--- src/rtl/flag_alu_pkg.sv ---
package flag_alu_pkg;

    typedef enum logic [2:0] {
        OP_ADD = 3'd0,
        OP_ADC = 3'd1,
        OP_SUB = 3'd2,
        OP_SBB = 3'd3,
        OP_AND = 3'd4,
        OP_OR  = 3'd5,
        OP_XOR = 3'd6,
        OP_RSV = 3'd7
    } alu_op_e;

    typedef struct packed {
        logic parity;
        logic overflow;
        logic negative;
        logic zero;
        logic carry;
    } cond_t;

    typedef struct packed {
        cond_t cond;
    } alu_state_t;

endpackage

--- src/rtl/flag_alu_adder.sv ---
module flag_alu_adder #(
    parameter int W = 32
) (
    input  logic [W-1:0] a_i,
    input  logic [W-1:0] b_i,
    input  logic         inv_i,
    input  logic         cin_i,
    output logic [W-1:0] sum_o,
    output logic         cout_o,
    output logic         ovf_o
);
    logic [W-1:0] eff_b;
    logic [W:0]   wide;

    always_comb begin
        eff_b  = inv_i ? ~b_i : b_i;
        wide   = {1'b0, a_i} + {1'b0, eff_b} + {{W{1'b0}}, cin_i};
        sum_o  = wide[W-1:0];
        cout_o = wide[W];
        ovf_o  = (a_i[W-1] == eff_b[W-1]) && (wide[W-1] != a_i[W-1]);
    end
endmodule

--- src/rtl/flag_alu_logic.sv ---
module flag_alu_logic
    import flag_alu_pkg::*;
#(
    parameter int W = 32
) (
    input  alu_op_e      op_i,
    input  logic [W-1:0] a_i,
    input  logic [W-1:0] b_i,
    output logic [W-1:0] res_o
);
    always_comb begin
        unique case (op_i)
            OP_AND:  res_o = a_i & b_i;
            OP_OR:   res_o = a_i | b_i;
            OP_XOR:  res_o = a_i ^ b_i;
            default: res_o = '0;
        endcase
    end
endmodule

--- src/rtl/flag_alu_zdet.sv ---
module flag_alu_zdet #(
    parameter int W = 32
) (
    input  logic [W-1:0] val_i,
    output logic         zero_o
);
    localparam int LEVELS = (W > 1) ? $clog2(W) : 0;
    localparam int LEAVES = 1 << LEVELS;
    localparam int NODES  = 2 * LEAVES - 1;

    // node 0 is the root; children of node k are 2k+1 and 2k+2
    logic [NODES-1:0] node;

    genvar gi;
    generate
        for (gi = 0; gi < LEAVES; gi++) begin : g_leaf
            if (gi < W) begin : g_used
                assign node[LEAVES - 1 + gi] = val_i[gi];
            end else begin : g_pad
                assign node[LEAVES - 1 + gi] = 1'b0;
            end
        end
        for (gi = 0; gi < LEAVES - 1; gi++) begin : g_inner
            assign node[gi] = node[2*gi + 1] | node[2*gi + 2];
        end
    endgenerate

    assign zero_o = ~node[0];
endmodule

--- src/rtl/flag_alu.sv ---
module flag_alu
    import flag_alu_pkg::*;
#(
    parameter int W = 32
) (
    input  logic         clk,
    input  logic         rst_n,
    input  logic         valid_i,
    input  logic         setf_i,
    input  logic [2:0]   op_i,
    input  logic [W-1:0] a_i,
    input  logic [W-1:0] b_i,
    output logic [W-1:0] result_o,
    output logic [4:0]   flags_o
);
    alu_state_t   st_d, st_q;
    alu_op_e      op;
    logic         is_sub, is_arith, cin;
    logic [W-1:0] sum, lres;
    logic         cout, ovf, zero;

    assign op = alu_op_e'(op_i);

    always_comb begin
        is_sub   = (op == OP_SUB) || (op == OP_SBB);
        is_arith = (op_i[2] == 1'b0);
        unique case (op)
            OP_ADD:  cin = 1'b0;
            OP_SUB:  cin = 1'b1;
            OP_ADC,
            OP_SBB:  cin = st_q.cond.carry;
            default: cin = 1'b0;
        endcase
    end

    flag_alu_adder #(.W(W)) adder_i (
        .a_i    (a_i),
        .b_i    (b_i),
        .inv_i  (is_sub),
        .cin_i  (cin),
        .sum_o  (sum),
        .cout_o (cout),
        .ovf_o  (ovf)
    );

    flag_alu_logic #(.W(W)) logic_i (
        .op_i  (op),
        .a_i   (a_i),
        .b_i   (b_i),
        .res_o (lres)
    );

    assign result_o = is_arith ? sum : lres;

    flag_alu_zdet #(.W(W)) zdet_i (
        .val_i  (result_o),
        .zero_o (zero)
    );

    always_comb begin
        st_d = st_q;
        if (valid_i && setf_i && (op != OP_RSV)) begin
            st_d.cond.carry    = is_arith ? cout : 1'b0;
            st_d.cond.overflow = is_arith ? ovf  : 1'b0;
            st_d.cond.zero     = zero;
            st_d.cond.negative = result_o[W-1];
            st_d.cond.parity   = ~^result_o;
        end
    end

    always_ff @(posedge clk or negedge rst_n) begin
        if (!rst_n) begin
            st_q <= '0;
        end else begin
            st_q <= st_d;
        end
    end

    assign flags_o = st_q.cond;
endmodule

--- config.mk ---
export PLATFORM = sky130hd
export DESIGN_NAME = flag_alu
export DESIGN_NICKNAME = d
export VERILOG_FILES = /design/src/rtl/flag_alu_pkg.sv /design/src/rtl/flag_alu_adder.sv /design/src/rtl/flag_alu_logic.sv /design/src/rtl/flag_alu_zdet.sv /design/src/rtl/flag_alu.sv
export SDC_FILE = /design/constraint.sdc
export NUM_CORES = 1
export LEC_CHECK = 0
export BUFFER_PORTS_ARGS = -buffer_cell sky130_fd_sc_hd__buf_2
export CELL_PAD_IN_SITES_DETAIL_PLACEMENT = 1
export CELL_PAD_IN_SITES_GLOBAL_PLACEMENT = 2
export CORE_ASPECT_RATIO = 0.6
export CORE_UTILIZATION = 35
export DETAILED_ROUTE_END_ITERATION = 16
export PLACE_DENSITY = 0.93
export SLEW_MARGIN = 40
export SYNTH_ARGS = -nofsm -noshare
export SYNTH_HDL_FRONTEND = slang
export SYNTH_HIERARCHICAL = 1
export SYNTH_SLANG_ARGS = --single-unit
--- constraint.sdc ---
create_clock -name clk -period 13.15 [get_ports clk]
set_input_delay 1.9725 -clock clk [delete_from_list [all_inputs] [get_ports clk]]
set_output_delay 1.9725 -clock clk [all_outputs]
set_load 0.01 [all_outputs]
==> results of run 1 <==
report_power, final:
part           switching, mW  total (mW)  internal (mW)
logic                  0.280       0.499          0.219
registers            0.00260      0.0223         0.0197
clock network         0.0111      0.0514         0.0403
total                  0.293       0.573          0.279
placed cells by master, fill, tap and decap left out, types with 4 or more instances in the layout:
master | synthesis | layout
a21o_1 | 12 | 12
xnor2_1 | 40 | 40
o311a_1 | 4 | 4
inv_1 | 94 | 94
a21oi_1 | 32 | 32
buf_2 | 9 | 107
o21ai_1 | 4 | 4
nand3_1 | 6 | 6
a31oi_1 | 4 | 4
nor2_1 | 19 | 19
o32ai_1 | 12 | 12
xor2_1 | 64 | 64
nor4_1 | 8 | 8
o21a_1 | 7 | 7
dfrtp_1 | 5 | 5
a21o_2 | 4 | 4
nand4_1 | 7 | 7
o21ai_0 | 48 | 48
mux2i_1 | 16 | 16
ha_1 | 95 | 95
nand2b_1 | 7 | 7
nand2_1 | 71 | 71
mux2_2 | 32 | 32
nor2b_1 | 7 | 6
o22ai_1 | 17 | 17
path summary, 6_finish.rpt:
path	startpoint	end	slack [ns]	depth (start not counted)
worst max-delay path	op_i[2]	result_o[26]	5.00	16
worst min register to register	flags_o[2]$_DFFE_PN0P_	flags_o[2]$_DFFE_PN0P_	0.52	1
max in group asynchronous	rst_n	flags_o[0]$_DFFE_PN0P_	11.46	1
min in group asynchronous	rst_n	flags_o[4]$_DFFE_PN0P_	1.55	1
worst min-delay path	flags_o[2]$_DFFE_PN0P_	flags_o[2]$_DFFE_PN0P_	0.52	1
worst max register to register	flags_o[0]$_DFFE_PN0P_	flags_o[1]$_DFFE_PN0P_	8.38	17
layer usage:
metal / share of wire [%] / up-vias / global-route usage, %
li1: - / 2578 / -
met1: 56 / 2465 / 33.5
met2: 39 / 129 / 29.8
met3: 5.1 / 6 / 1.79
met4: 0.38 / 0 / 1.76
met5: 0 / - / 0
per-stage QoR:
step / hold slack (ns) / cells / power [mW] / setup slack (ns) / utilization [%]
4_1_cts: 0.510 / 978 / 0.573 / 5.01 / 40.7
3_3_place_gp: 0.485 / 974 / 0.507 / 5.00 / 40.1
5_1_grt: 0.531 / 978 / 0.618 / 4.74 / 40.7
3_5_place_dp: 0.497 / 974 / 0.517 / 5.02 / 40.1
2_1_floorplan: 0.551 / 699 / 0.382 / 5.34 / -
6_report: 0.516 / 978 / 0.573 / 5.00 / 40.7
cell usage after synthesis, types with 16 or more instances:
cell type  count  area share (%)
ha_1          95              23
mux2i_1       16             3.0
xor2_1        64              11
xnor2_1       40             6.6
o21ai_0       48             4.5
nand2_1       71             5.0
mux2_2        32             6.8
a21oi_1       32             3.0
inv_1         94             6.7
nor2_1        19             1.4
o22ai_1       17             2.0
kinds of logic after synthesis:
| logic type | Yosys count | share of synthesized area (%) |
|---|---|---|
| xor gates and xnor gates | 106 | 18.0 |
| AOI/OAI and AO/OA | 169 | 21.1 |
| adders and majority gates | 97 | 23.3 |
| buffers and inverters | 127 | 11.3 |
| muxes | 51 | 10.7 |
| and+or+nand+nor | 144 | 13.4 |
| DFF | 5 | 2.37 |
worst max-delay path: stages:
cell and delay [ns]:
buf_2 0.08, buf_6 0.51, nor2b_4 0.06, buf_4 0.31
xnor2_1 0.21, fa_1 0.43, fa_1 0.47, nor2b_4 0.17
o2111ai_2 0.12, o21ai_2 0.13, o31ai_4 0.13, o31ai_1 0.69
nand4_1 0.18, o311a_1 0.22, mux2_2 0.30, buf_2 0.14
area by class of cell:
class,count,area [um2],area share (%)
clock buffers,4,78.8,1.33
well taps,198,248,4.17
inverters,94,353,5.94
repair buffers,110,562,9.46
multi-input cells,567,4570,77.0
flip-flops and latches,5,125,2.11
==> flow_metrics.env, run 1 <==
export IMPL_cts_num_sinks=5
export IMPL_cts_resized=0
export IMPL_design_area_um2=5940
export IMPL_hold_viol=0
export IMPL_vias=5178
export IMPL_gp_congestion=0.901
export IMPL_end_kind="output pin"
export IMPL_vias_per_cell=5.29
export IMPL_num_antenna_cells=0
export IMPL_fill_cells=1870
export IMPL_syn_area_um2=5280
export IMPL_finalClockSkew_ns=0.00265
export IMPL_nets=949
export IMPL_numCtsBuffers=3
export IMPL_cts_hold_buffers_added=0
export IMPL_synth_net_count=867
export IMPL_antenna_left=0
export IMPL_slew_headroom_pct=47.7
export IMPL_min_period_over_period_pct=62.0
export IMPL_path_max_fanout=73
export IMPL_drive_above_1_share_pct=21.7
export IMPL_ys_ff_latch=5
export IMPL_grt_max_degree=82
export IMPL_seq_area_frac_synth_pct=2.37
export IMPL_clk_latency_ns=0.23
export IMPL_final_setup_viol_count=0
export IMPL_criticalPathCategory="in -> out"
export IMPL_max_cap_violations=0
export IMPL_largest_register_ffs=5
export IMPL_dpl_cell_area_um2=5860
export IMPL_slew_viol_final=0
export IMPL_synth_edf_count=0
export IMPL_grt_pass1_wl_um=26600
export IMPL_cp_start_kind="input port"
export IMPL_antenna_found_initial=0
export IMPL_yosysUniqueCellTypes=67
export IMPL_ys_flop_type="dfrtp_1"
export IMPL_drt_iter0_drc=328
export IMPL_holdCritPathClass="reg -> reg"
export IMPL_avgSynthCellArea_um2=7.56
export IMPL_async_flop_share_pct=100
export IMPL_worst_ep_arrival_time_ns=6.18
export IMPL_crit_required_ns=11.18
export IMPL_start_util_pct=36.2
export IMPL_synth_cells=699
export IMPL_syn2layout_area_growth_pct=12.4
export IMPL_fmax_mhz=123
export IMPL_root_buffer="clkbuf_16"
export IMPL_grtUsageTotal_pct=20.7
export IMPL_core_um2=14600
export IMPL_post_route_drc_count=0
export IMPL_clk_pin_slew_ns=0.03
export IMPL_num_rows=34
export IMPL_wl_um=16400
export IMPL_die_x_um=161
export IMPL_htree_levels=1
export IMPL_clockBufferDepth=2
export IMPL_dieArea_um2=15600
export IMPL_die_y_um=97.2
export IMPL_post_cts_buffers=0
export IMPL_period_needed_ns=8.15
export IMPL_leakagePower_nw=3.15
export IMPL_grt_pass1_vias=5006
export IMPL_grt_setup_unrepaired="false"
export IMPL_drt_pre_antenna_iters=4
export IMPL_powerDensity_nw_per_um2=96.5
export IMPL_yosysWarnings=6
export IMPL_peakVddDrop_mv=0.0668
export IMPL_outcome="complete, no violations"
export IMPL_setup_tns_ns=0
export IMPL_io_pins=108
export IMPL_io_buffers=107
export IMPL_dpl_hpwl_um=13700
export IMPL_grt_ovfl_total=0
export IMPL_worst_pin_slew_ns=0.777
export IMPL_wl_per_cell_um=16.8
export IMPL_tritoncts="done"
Power figures use the tool's default switching activity.
==> run 2, diff against run 1 <==
--- a/config.mk
+++ b/config.mk
@@ -9,9 +9,9 @@
 export CELL_PAD_IN_SITES_DETAIL_PLACEMENT = 1
 export CELL_PAD_IN_SITES_GLOBAL_PLACEMENT = 2
 export CORE_ASPECT_RATIO = 0.6
-export CORE_UTILIZATION = 35
+export CORE_UTILIZATION = 30
 export DETAILED_ROUTE_END_ITERATION = 16
-export PLACE_DENSITY = 0.93
+export PLACE_DENSITY = 0.85
 export SLEW_MARGIN = 40
 export SYNTH_ARGS = -nofsm -noshare
 export SYNTH_HDL_FRONTEND = slang
==> constraint.sdc (replaced) <==
create_clock -name clk -period 6.9 [get_ports clk]
set_input_delay 1.035 -clock clk [delete_from_list [all_inputs] [get_ports clk]]
set_output_delay 1.035 -clock clk [all_outputs]
set_load 0.01 [all_outputs]
==> run 2 against run 1 <==
Count of clock-buffer cells in the layout unchanged; final cell count is 4.0% higher; non-clock buffer count up 3; critical path type unchanged.
==> flow_metrics.env, run 2 (same netlist as run 1, synthesis figures left out) <==
export IMPL_outcome="complete, no violations"
export IMPL_finalClockSkew_ns=0.000142
export IMPL_slew_headroom_pct=48.5
export IMPL_clockBufferDepth=2
export IMPL_peakVddDrop_mv=0.109
export IMPL_wl_per_cell_um=17.0
export IMPL_end_kind="output pin"
export IMPL_final_setup_viol_count=0
export IMPL_root_buffer="clkbuf_16"
export IMPL_power_mw=1.07
export IMPL_met1_usage_pct=30.7
export IMPL_fill_cells=2166
export IMPL_cts_resized=0
export IMPL_path_buf_inv=2
export IMPL_cts_hold_buffers_added=0
export IMPL_cts_num_sinks=5
export IMPL_htree_levels=1
export IMPL_crit_required_ns=5.86
export IMPL_max_stage_delay_ns=0.51
export IMPL_vias=5127
export IMPL_crit_slowest_cell="o31ai_1"
export IMPL_antenna_found_initial=0
export IMPL_grt_ovfl_total=0
export IMPL_worst_pin_slew_ns=0.773
export IMPL_vias_per_cell=5.04
export IMPL_drt_pre_antenna_iters=4
export IMPL_largest_register_ffs=5
export IMPL_grt_max_degree=81
export IMPL_grt_pass1_vias=5066
export IMPL_crit_family="compound AO/OA/AOI/OAI gates"
export IMPL_final_common_cell="buf_2"
export IMPL_post_route_drc_count=0
export IMPL_die_y_um=105
export IMPL_drive_above_1_share_pct=22.0
export IMPL_cp_num_cells=14
export IMPL_syn2layout_area_growth_pct=13.6
export IMPL_wl_um=17200
export IMPL_clk_pin_slew_ns=0.03
export IMPL_layout_common_cells="buf_2, ha_1, inv_1, nand2_1, xor2_1"
export IMPL_post_place_ws_ns=1.16
export IMPL_io_pins=108
export IMPL_holdCritPathClass="reg -> reg"
export IMPL_grt_setup_unrepaired="false"
export IMPL_drt_iter0_drc=253
export IMPL_grtUsageTotal_pct=18.8
export IMPL_setup_tns_ns=0
export IMPL_nets=952
export IMPL_path_max_fanout=12
export IMPL_tritoncts="done"
export IMPL_max_cap_violations=0
export IMPL_dieArea_um2=18200
export IMPL_powerDensity_nw_per_um2=179
export IMPL_cp_start_kind="input port"
export IMPL_leakagePower_nw=3.16
export IMPL_clk_latency_ns=0.23
export IMPL_met2_usage_pct=26.9
export IMPL_met3_usage_pct=0.946
export IMPL_hold_viol=0
export IMPL_grt_busiest_layer="met1"
export IMPL_num_antenna_cells=0
export IMPL_post_cts_buffers=0
export IMPL_gp_congestion=0.848
export IMPL_criticalPathCategory="in -> out"
export IMPL_io_buffers=107
export IMPL_period_needed_ns=5.73
export IMPL_core_um2=17200
export IMPL_grt_pass1_wl_um=27700
export IMPL_dpl_hpwl_um=14700
export IMPL_antenna_left=0
export IMPL_setup_slack_ns=1.17
export IMPL_crit_chain="buf_2 -> nor2b_4 -> xnor2_1 -> fa_1 -> fa_1 -> nor2b_4 -> o2111ai_2 -> o21ai_2 -> o31ai_4 -> o31ai_1 -> a41oi_1 -> xnor2_1 -> mux2_2 -> buf_2"
export IMPL_ff2ff_path_depth=19
export IMPL_numCtsBuffers=3
export IMPL_holdPathStages=1
export IMPL_slew_viol_final=0
export IMPL_start_util_pct=30.8
export IMPL_worst_ep_arrival_time_ns=4.70
export IMPL_num_rows=37
export IMPL_die_x_um=173
export IMPL_min_period_over_period_pct=83.1
export IMPL_fmax_mhz=174
run 2: cell types whose count changed in the layout (fill, tap and decap cells not counted):
cell / delta
buf_4: +3
run 2: layer usage:
metal	up-vias	routed length, um
met1	2426	9700
li1	2576	-
met3	6	722
met5	-	0
met2	119	6720
met4	0	97
run 2: worst reg2reg max path: cells and delay by family, from the launching register on:
kind            cells  cell delay [ns]
compound gates      5             1.14
xor+xnor            6             1.17
fa+ha+maj           2             0.92
buf+inv             1             0.08
flops               1             0.36
mux                 3             0.45
simple gates        2             0.31
run 2: final cells by class:
cell class	instances	area (um2)	area share, %
clock buffers	4	78.8	1.31
inverters	94	353	5.88
multi-input cells	567	4570	76.1
flip-flops and latches	5	125	2.08
well taps	234	293	4.88
repair buffers	113	584	9.73
run 2: metrics by stage:
stage	util [%]	area [um2]	instances	hold slack, ns
floorplan	-	5280	699	0.551
global placement	34.5	5920	1013	0.486
detailed placement	34.5	5920	1013	0.498
CTS	35.0	6000	1017	0.505
global route	35.0	6000	1017	0.522
finish	35.0	6000	1017	0.501
run 2: power breakdown:
part           leakage (nW)  internal (mW)  switching, mW
Sequential           0.0648         0.0374        0.00424
Clock                0.0382         0.0767         0.0207
Combinational          3.06          0.420          0.515
Total                  3.16          0.534          0.540
run 2: final timing paths:
check,from,to,slack (ns)
setup / recovery,op_i[1],result_o[28],1.17
hold / removal,flags_o[2]$_DFFE_PN0P_,flags_o[2]$_DFFE_PN0P_,0.50
setup reg to reg,flags_o[0]$_DFFE_PN0P_,flags_o[4]$_DFFE_PN0P_,2.35
hold reg to reg,flags_o[2]$_DFFE_PN0P_,flags_o[2]$_DFFE_PN0P_,0.50
max in group asynchronous,rst_n,flags_o[2]$_DFFE_PN0P_,6.15
min in group asynchronous,rst_n,flags_o[1]$_DFFE_PN0P_,0.62
